### src/rtl/smr_pkg.sv
package smr_pkg;
   typedef enum logic [1:0] {
      STEP_HOLD = 2'd0,
      STEP_DOWN = 2'd1,
      STEP_UP   = 2'd2
   } step_e;

   function automatic bit is_pow2(input int v);
      return (v > 0) && ((v & (v - 1)) == 0);
   endfunction
endpackage

### src/rtl/smr_gain_ramp.sv
module smr_gain_ramp
   import smr_pkg::*;
#(
   parameter int STEPS = 1024
) (
   input  logic                      clk,
   input  logic                      rst_n,
   input  logic                      stb,
   input  logic                      mute,
   output logic [$clog2(STEPS):0]    gain_mult,
   output logic                      zero_gain
);
   localparam int GW = $clog2(STEPS);
   localparam logic [GW-1:0] TOP_CODE = GW'(STEPS - 1);
   localparam logic [GW:0]   UNITY    = (GW+1)'(STEPS);

   generate
      if (!is_pow2(STEPS) || STEPS < 4) begin : g_bad_steps
         $error("smr_gain_ramp: STEPS must be a power of two of at least 4");
      end
   endgenerate

   logic [GW-1:0] code;
   step_e         step;

   always_comb begin
      step = STEP_HOLD;
      if (stb) begin
         if (mute) begin
            if (code != '0) step = STEP_DOWN;
         end else begin
            if (code != TOP_CODE) step = STEP_UP;
         end
      end
   end

   always_ff @(posedge clk or negedge rst_n) begin
      if (!rst_n) begin
         code <= TOP_CODE;
      end else begin
         unique case (step)
            STEP_DOWN: code <= code - 1'b1;
            STEP_UP:   code <= code + 1'b1;
            default:   code <= code;
         endcase
      end
   end

   assign gain_mult = (code == TOP_CODE) ? UNITY : {1'b0, code};
   assign zero_gain = (code == '0);

   assert_fall_R3: assert property (@(posedge clk) disable iff (!rst_n)
      (stb && mute && code != '0) |=> code == GW'($past(code) - 1'b1));
   assert_floor_R3: assert property (@(posedge clk) disable iff (!rst_n)
      (stb && mute && code == '0) |=> code == '0);
   assert_rise_R4: assert property (@(posedge clk) disable iff (!rst_n)
      (stb && !mute && code != TOP_CODE) |=> code == GW'($past(code) + 1'b1));
   assert_ceiling_R4: assert property (@(posedge clk) disable iff (!rst_n)
      (stb && !mute && code == TOP_CODE) |=> code == TOP_CODE);
   assert_hold_code_R7: assert property (@(posedge clk) disable iff (!rst_n)
      !stb |=> $stable(code));
endmodule

### src/rtl/smr_scaler.sv
module smr_scaler #(
   parameter int DATA_W     = 24,
   parameter int GW         = 10,
   parameter bit FORCE_ZERO = 1'b1
) (
   input  logic                     clk,
   input  logic                     rst_n,
   input  logic                     stb,
   input  logic [GW:0]              gain_mult,
   input  logic                     zero_gain,
   input  logic signed [DATA_W-1:0] din,
   output logic signed [DATA_W-1:0] dout
);
   localparam int PW = DATA_W + GW;

   generate
      if (DATA_W < 2 || GW < 2) begin : g_bad_width
         $error("smr_scaler: DATA_W and GW must each be at least 2");
      end
   endgenerate

   logic signed [PW-1:0]     din_ext;
   logic signed [PW-1:0]     mult_ext;
   logic signed [PW-1:0]     prod;
   logic signed [DATA_W-1:0] scaled;
   logic signed [DATA_W-1:0] chosen;

   assign din_ext  = PW'(din);
   assign mult_ext = $signed(PW'(gain_mult));
   assign prod     = din_ext * mult_ext;
   assign scaled   = DATA_W'(prod >>> GW);

   generate
      if (FORCE_ZERO) begin : g_force_zero
         assign chosen = zero_gain ? '0 : scaled;
      end else begin : g_plain
         assign chosen = scaled;
      end
   endgenerate

   always_ff @(posedge clk or negedge rst_n) begin
      if (!rst_n)   dout <= '0;
      else if (stb) dout <= chosen;
   end

   assert_silent_R6: assert property (@(posedge clk) disable iff (!rst_n)
      (stb && zero_gain) |=> dout == '0);
   assert_unity_R8: assert property (@(posedge clk) disable iff (!rst_n)
      (stb && gain_mult == (GW+1)'(1 << GW)) |=> dout == $past(din));
   assert_hold_out_R7: assert property (@(posedge clk) disable iff (!rst_n)
      !stb |=> $stable(dout));
endmodule

### src/rtl/smr_soft_mute.sv
module smr_soft_mute #(
   parameter int DATA_W = 24,
   parameter int STEPS  = 1024
) (
   input  logic                     clk,
   input  logic                     rst_n,
   input  logic                     smp_stb,
   input  logic                     mute_req,
   input  logic signed [DATA_W-1:0] in_left,
   input  logic signed [DATA_W-1:0] in_right,
   output logic signed [DATA_W-1:0] out_left,
   output logic signed [DATA_W-1:0] out_right,
   output logic                     out_stb
);
   localparam int GW  = $clog2(STEPS);
   localparam int NCH = 2;

   logic [GW:0]              gain_mult;
   logic                     zero_gain;
   logic signed [DATA_W-1:0] ch_in  [NCH];
   logic signed [DATA_W-1:0] ch_out [NCH];

   smr_gain_ramp #(.STEPS(STEPS)) u_ramp (
      .clk       (clk),
      .rst_n     (rst_n),
      .stb       (smp_stb),
      .mute      (mute_req),
      .gain_mult (gain_mult),
      .zero_gain (zero_gain)
   );

   assign ch_in[0] = in_left;
   assign ch_in[1] = in_right;

   generate
      for (genvar c = 0; c < NCH; c++) begin : g_ch
         smr_scaler #(.DATA_W(DATA_W), .GW(GW), .FORCE_ZERO(1'b1)) u_scale (
            .clk       (clk),
            .rst_n     (rst_n),
            .stb       (smp_stb),
            .gain_mult (gain_mult),
            .zero_gain (zero_gain),
            .din       (ch_in[c]),
            .dout      (ch_out[c])
         );
      end
   endgenerate

   assign out_left  = ch_out[0];
   assign out_right = ch_out[1];

   always_ff @(posedge clk or negedge rst_n) begin
      if (!rst_n) out_stb <= 1'b0;
      else        out_stb <= smp_stb;
   end

   assert_stb_follows_R2: assert property (@(posedge clk) disable iff (!rst_n)
      smp_stb |=> out_stb);
   assert_stb_single_R2: assert property (@(posedge clk) disable iff (!rst_n)
      !smp_stb |=> !out_stb);
endmodule

### config.mk
export PLATFORM = sky130hd
export DESIGN_NAME = smr_soft_mute
export DESIGN_NICKNAME = d
export VERILOG_FILES = /design/src/rtl/smr_pkg.sv /design/src/rtl/smr_gain_ramp.sv /design/src/rtl/smr_scaler.sv /design/src/rtl/smr_soft_mute.sv
export SDC_FILE = /design/constraint.sdc
export NUM_CORES = 1
export LEC_CHECK = 0
export BUFFER_PORTS_ARGS = -buffer_cell sky130_fd_sc_hd__buf_2
export CORE_MARGIN = 10
export CORE_UTILIZATION = 65
export DETAILED_ROUTE_END_ITERATION = 10
export PLACE_DENSITY_LB_ADDON = 0.1
export SLEW_MARGIN = 20
export SYNTH_ARGS = -nofsm -noshare
export SYNTH_HDL_FRONTEND = slang
export SYNTH_SLANG_ARGS = --single-unit
### constraint.sdc
create_clock -name clk -period 13.9 [get_ports clk]
set_clock_uncertainty 0.05 [all_clocks]
set_input_delay 1.39 -clock clk [delete_from_list [all_inputs] [get_ports clk]]
set_output_delay 1.39 -clock clk [all_outputs]
set_load 0.01 [all_outputs]
==> results of run 1 <==
final cells by class:
cell class	instances	area [um^2]
flip-flops and latches	59	1490
fillers	2509	9560
well taps	396	495
clock inverters	5	52.6
repair buffers	114	606
clock buffers	11	243
multi-input cells	1523	16000
inverters	564	2120
cell usage in the layout (no fill, tap or decap), drive strengths merged, types with 19 or more instances in the layout:
cell and n:
ha 147, fa 449, nor2 19, o21ai 32, xnor2 45, nand2 405, buf 114, and3 114
a22o 27, inv 564, and2 58, a21o 21, dfrtp 49, a21oi 43
kinds of logic (layout without fill, tap and decap cells):
family / after synthesis / in the layout / share of synthesized area, %
flip-flops: 59 / 59 / 7.43
AO/OA/AOI/OAI: 196 / 196 / 7.04
adder cells (fa/ha/maj): 596 / 596 / 54.0
XOR/XNOR: 60 / 60 / 2.62
buffers and inverters: 693 / 694 / 13.1
AND/OR/NAND/NOR: 670 / 670 / 15.7
multiplexers: 1 / 1 / 0.0562
worst max-delay path by stage:
| stage | from | endpoint | slack (ps) | depth (start not counted) |
|---|---|---|---|---|
| after floorplan | in_right[7] | g_ch[1].u_scale.dout[22] | 7000 | 19 |
| final | u_ramp.code[9] | g_ch[1].u_scale.dout[18] | 4780 | 23 |
| after CTS | u_ramp.code[9] | g_ch[1].u_scale.dout[18] | 5010 | 24 |
| after detailed placement | u_ramp.code[9] | g_ch[1].u_scale.dout[18] | 5050 | 24 |
| after global placement | u_ramp.code[9] | g_ch[1].u_scale.dout[22] | 5320 | 24 |
| after global routing | u_ramp.code[9] | g_ch[1].u_scale.dout[18] | 4310 | 23 |
per-layer routing:
layer  wire, um  vias to the layer above  share of wire (%)  GRT usage (%)
li1           -                     6797                  -              -
met5          0                        -                  0              0
met1      19500                     7765                 41           34.1
met3       2960                      102                6.2           3.96
met2      24000                      536                 50           44.9
met4       1520                        0                3.2           9.22
per-stage QoR:
| stage | cell area (um^2) | cells | setup slack, ps |
|---|---|---|---|
| 3_3_place_gp | 20700 | 2656 | 5320 |
| 4_1_cts | 21000 | 2672 | 5010 |
| 3_5_place_dp | 20700 | 2656 | 5050 |
| 2_1_floorplan | 20000 | 2275 | 7000 |
| 5_1_grt | 21000 | 2672 | 4310 |
| 6_report | 21000 | 2672 | 4780 |
critical path: cells and delay by family, from the launching register on:
| kind | cells | cell delay (ps) |
|---|---|---|
| simple gates | 8 | 2550 |
| fa+ha+maj | 5 | 2230 |
| compound gates | 5 | 1810 |
| buf+inv | 5 | 1160 |
| flops | 1 | 1120 |
state kept, by name, summed over array words and instances, names as in the netlist:
signal and count:
g_ch.u_scale.dout 48, u_ramp.code 10, out_stb 1
==> results.md, run 1 <==
* Status: finished clean
* Hold path endpoint: g_ch[0].u_scale.dout[5]
* Final setup TNS at 0 ps
* Placer Congestion at 0.872
* R2R Setup Slk at approximately 4800 ps
* Setup violators final at 0
* CTS tree: built
* Hold_sp: g_ch[0].u_scale.dout[5]
* Wirelength, routed at 47900 um
* Fmax at 0.110 GHz
* Die X at roughly 200 um
* Worst skew pair latency at ~370 ps
* Worst Tran Pin Value at ~1200 ps
* Worst setup SP type: flop
* Crit share post-route at approximately 66%
* Fin crit period at between 9000 and 10000 ps
* Flops & latches, synth at 59
* Max_slew headroom at a little under a quarter
* Largest net degree at the start of global routing at 75
* Root Buffer: clkbuf_16
* Share of layout cells above drive strength 1 at 7.34%
* Clk sinks at 59
* Core Util, Final at between 60 and 70%
* Top cells by count, synth: inv_1, fa_1, nand2_1
* Routed len/inst at 17.9 um
* Most common cell in the netlist: inv_1
* Req. time, crit path at 14060 ps
* Max-slew violations at 0
* Setup bufs post-CTS at 0
* Asr flop ratio synth at 100%
* Vias in the first global route at between 15000 and 20000
* Top post-synthesis cells by area: fa_1, inv_1, ha_1
* Critical Path AT at around 9300 ps
* MaxCap Viol Count at 0
* Sequential share of the synthesized area at between 7 and 8%
* # rows at 64
* Area growth from synthesis to layout at 4.58%
* Grt ovf at 0
* Crit-path most repeated cell: fa_1
* WHS Path Cells at 1
* Synth Flop Type: dfrtp_1
* Max Buffers Root-to-Sink at 2
* WHS at roughly 430 ps
* Drt pass-1 iters at 5
* Crit Path Category: reg -> reg
* Via count at between 15000 and 20000
* Worst Reg2Reg Path Length in Cells at 23
* Netlist cell types at 73
* Worst Hold Class: reg -> reg
* Post-synth top area cell: fa_1
* CP endpoint kind: flop
* CP peak stage delay at 1120 ps
* Critical register-to-register path startpoint: u_ramp.code[9]
* Mapped Cells at 2275
* Core ar. at just over 0.03 mm^2
* Initial DRC count at roughly 1000
* Die height at between 150 and 200 um
* Top-area cell type share of the netlist area at between 40 and 50%
* Final hold vios at 0
* Drc violations at 0
* Initial antenna violation count at 0
* Diodes inserted at 0
* Number of enable flip-flop cells after synthesis at 0
* Syn avg cell area at ~9 um^2
* RR Endpoint: g_ch[1].u_scale.dout[18]
* Critical Path Fanout Max at 74
* DRT antenna net count at 0
* Worst path slowest cell: dfstp_2
* Die ar. at around 0.038 mm^2
* CTS Buf Count at 9
* Boundary Pins at between 100 and 150
* Cts hold-fix bufs at 0
* Syn Nets at just under 3000
* Vias per std cell at ~5.7
* Reg clk slew, reported paths at roughly 70 ps
* Initial Util at roughly two thirds
* # resized after CTS at 0
* CP Cell Sequence: nand4_1 -> nor2_1 -> nand3_2 -> buf_4 -> and2_1 -> buf_4 -> nand2_1 -> fa_1 -> inv_1 -> fa_1 -> fa_1 -> inv_1 -> fa_1 -> inv_1 -> ha_1 -> nand2_1 -> or4_4 -> o2bb2ai_1 -> nor4b_1 -> o31ai_1 -> a31oi_1 -> o311ai_0 -> o211ai_1
* CTS H-tree lvls at 3
* Mapped Area at between 0.02 and 0.025 mm^2
* Synth Warn # at 0
* Global-route wire length before repair at 82000 um
* Nets at ~3000
* RSZ-0062 raised after global routing: false
* IO Port Bufs at 100
* Post-DP HPWL at roughly 38000 um
* GRT Total Usage at approximately a quarter
Power of run 1 is not shown: default switching activity piles up to over one toggle a cycle in this logic, so the estimate is an artifact.
==> inputs of run 2 (changes only) <==
--- a/config.mk
+++ b/config.mk
@@ -5,6 +5,7 @@
 export SDC_FILE = /design/constraint.sdc
 export NUM_CORES = 1
 export LEC_CHECK = 0
+export ABC_AREA = 1
 export BUFFER_PORTS_ARGS = -buffer_cell sky130_fd_sc_hd__buf_2
 export CORE_MARGIN = 10
 export CORE_UTILIZATION = 65
==> constraint.sdc (replaced) <==
create_clock -name clk -period 8.7 [get_ports clk]
set_clock_uncertainty 0.05 [all_clocks]
set_input_delay 0.87 -clock clk [delete_from_list [all_inputs] [get_ports clk]]
set_output_delay 0.87 -clock clk [all_outputs]
set_load 0.01 [all_outputs]
==> results.md, run 2 <==
* DRT antenna net count at 0
* Post-synth top area cell: fa_1
* Post-DP HPWL at 47700 um
* Most frequent cells in the layout: inv_1, nand2_1, fa_1, nor2_1, ha_1
* Drt pass-1 iters at 5
* Mapped Cells at approximately 2700
* Largest net degree at the start of global routing at 60
* Mapped Area at approximately 0.021 mm^2
* Top-area cell type share of the netlist area at 43.2%
* Boundary Pins at ~100
* Max Buffers Root-to-Sink at 2
* Synth Flop Type: dfrtp_1
* Max_slew headroom at between 30% and 40%
* Die X at between 150 and 200 um
* Netlist cell types at 42
* Grt ovf at 0
* Initial DRC count at about 1200
* Routed len/inst at between 15 and 20 um
* Final hold vios at 0
* RSZ-0062 raised after global routing: false
* Max FFs per register at 48
* Asr flop ratio synth at between 90% and 100%
* Status: finished clean
* Worst setup SP type: flop
* Critical Path AT at just over 7000 ps
* Max-slew violations at 0
* Flops & latches, synth at 59
* Vias per std cell at 5.50
* Placer Congestion at just under 1
* Synth Warn # at 0
* Top cells by count, synth: inv_1, nand2_1, fa_1
* Final setup TNS at 0 ps
* Die ar. at 0.0396 mm^2
* Critical Path Fanout Max at 27
* CTS tree: built
* Cts hold-fix bufs at 0
* Root Buffer: clkbuf_16
* Setup bufs post-CTS at 0
* Share of layout cells above drive strength 1 at roughly 6.0%
* GRT Total Usage at 30.9%
* Drc violations at 0
* Die height at 199 um
* Nets at 3417
* MaxCap Viol Count at 0
* Top reg by flops: g_ch.u_scale.dout
* Syn Nets at ~3400
* Syn avg cell area at around 7.6 um^2
* Top post-synthesis cells by area: fa_1, inv_1, nand2_1
* Fmax at 0.145 GHz
* R2R Setup Slk at 1780 ps
* # rows at between 60 and 70
* Global-route wire length before repair at 96400 um
* Initial Util at approximately two thirds
* Via count at 17500
* Hold_sp: g_ch[0].u_scale.dout[14]
* Most common cell in the netlist: inv_1
* Worst Hold Class: reg -> reg
* IO Port Bufs at 100
* Fin crit period at 6920 ps
* Initial antenna violation count at 1
* Sequential share of the synthesized area at 7.15%
* Reg clk slew, reported paths at about 60 ps
* CP endpoint kind: flop
* CTS H-tree lvls at 3
* Area growth from synthesis to layout at 4.90%
* Top Registers: g_ch.u_scale.dout (48), u_ramp.code (10), out_stb (1)
* Core ar. at between 0.03 and 0.04 mm^2
* Crit Path Category: reg -> reg
* Wirelength, routed at approximately 57000 um
* CTS Buf Count at 9
* Clk sinks at 59
* Crit share post-route at 79.5%
* Worst Tran Pin Value at between 1000 and 1500 ps
* Worst Setup SP: u_ramp.code[1]
* Number of enable flip-flop cells after synthesis at 0
* Critical register-to-register path startpoint: u_ramp.code[1]
* Vias in the first global route at between 15000 and 20000
* Commonest non-fill, non-tap cell in the layout: inv_1
* Setup violators final at 0
* Req. time, crit path at between 8000 and 9000 ps
* # resized after CTS at 0
* Worst skew pair latency at between 300 and 400 ps
## run 2: cell count changes after synthesis, moves of 19 or more
| cell | previous run | this run |
|---|---|---|
| and2_1 | 56 | 0 |
| inv_1 | 564 | 692 |
| nor2_1 | 19 | 273 |
| nand3_1 | 15 | 56 |
| a21oi_1 | 43 | 84 |
| o21ai_0 | 30 | 60 |
| a21o_1 | 21 | 2 |
| clkbuf_1 | 124 | 43 |
| and3_1 | 109 | 1 |
| buf_1 | 0 | 39 |
| xnor2_1 | 45 | 14 |
| a22o_1 | 27 | 1 |
| nand2_1 | 405 | 685 |
## run 2: final timing paths
kind                       cells after the start                        to
setup / recovery                              24  g_ch[0].u_scale.dout[23]
hold / removal                                 2  g_ch[0].u_scale.dout[14]
setup reg to reg                              24  g_ch[0].u_scale.dout[23]
hold reg to reg                                2  g_ch[0].u_scale.dout[14]
max in group asynchronous                      2  g_ch[1].u_scale.dout[13]
min in group asynchronous                      2   g_ch[0].u_scale.dout[5]
## run 2: cells by family after synthesis
kind of cell / share of synthesized area [%]
and+or+nand+nor: 20.4
buffers and inverters: 14.4
adders and majority gates: 52.0
AOI/OAI and AO/OA: 4.88
DFF: 7.15
xor gates and xnor gates: 1.09
## run 2: cell type report
cell class,count,area (um^2)
Antenna cell,1,2.50
Sequential cell,59,1490
Fill cell,2676,9710
Clock buffer,10,229
Inverter,700,2630
Tap cell,402,503
Timing Repair Buffer,114,606
Multi-Input combinational cell,1885,16300
Clock inverter,6,42.5
## run 2: through the flow
| step | std cells | hold WS, ps | utilization, % | setup slack (ps) | instance area (um^2) |
|---|---|---|---|---|---|
| after global placement | 3160 | 408 | 68.4 | 2050 | 21600 |
| after global routing | 3176 | 458 | 69.2 | 1510 | 21800 |
| after floorplan | 2740 | 413 | - | 3040 | 20800 |
| final | 3177 | 423 | 69.2 | 1780 | 21800 |
| after CTS | 3176 | 427 | 69.2 | 1830 | 21800 |
| after detailed placement | 3160 | 411 | 68.4 | 1870 | 21600 |
## run 2: metal layers
metal / global-route usage [%] / vias to the layer above / wire length (um)
met4: 15.2 / 2 / 3120
li1: - / 7988 / -
met1: 35.3 / 8528 / 20700
met5: 0 / - / 8
met3: 5.37 / 206 / 3970
met2: 55.0 / 739 / 29500
## run 2: worst max-delay path, cell delays in order, from the launching register on
cell and delay, ps:
dfstp_2 620, nand2_1 80, nor2_2 130, nand3_4 130, nand2_1 460, inv_1 270, buf_4 330, nand2_1 130
fa_1 390, inv_1 80, fa_1 450, fa_1 470, fa_1 530, inv_1 50, fa_1 470, inv_1 40
ha_1 390, a21oi_1 370, nor2_1 70, nor2_1 170, nor2_1 70, a2111oi_0 670, nand3_1 150, nand3_1 130
nand2_1 70
Power of run 2 is left out for the same reason.
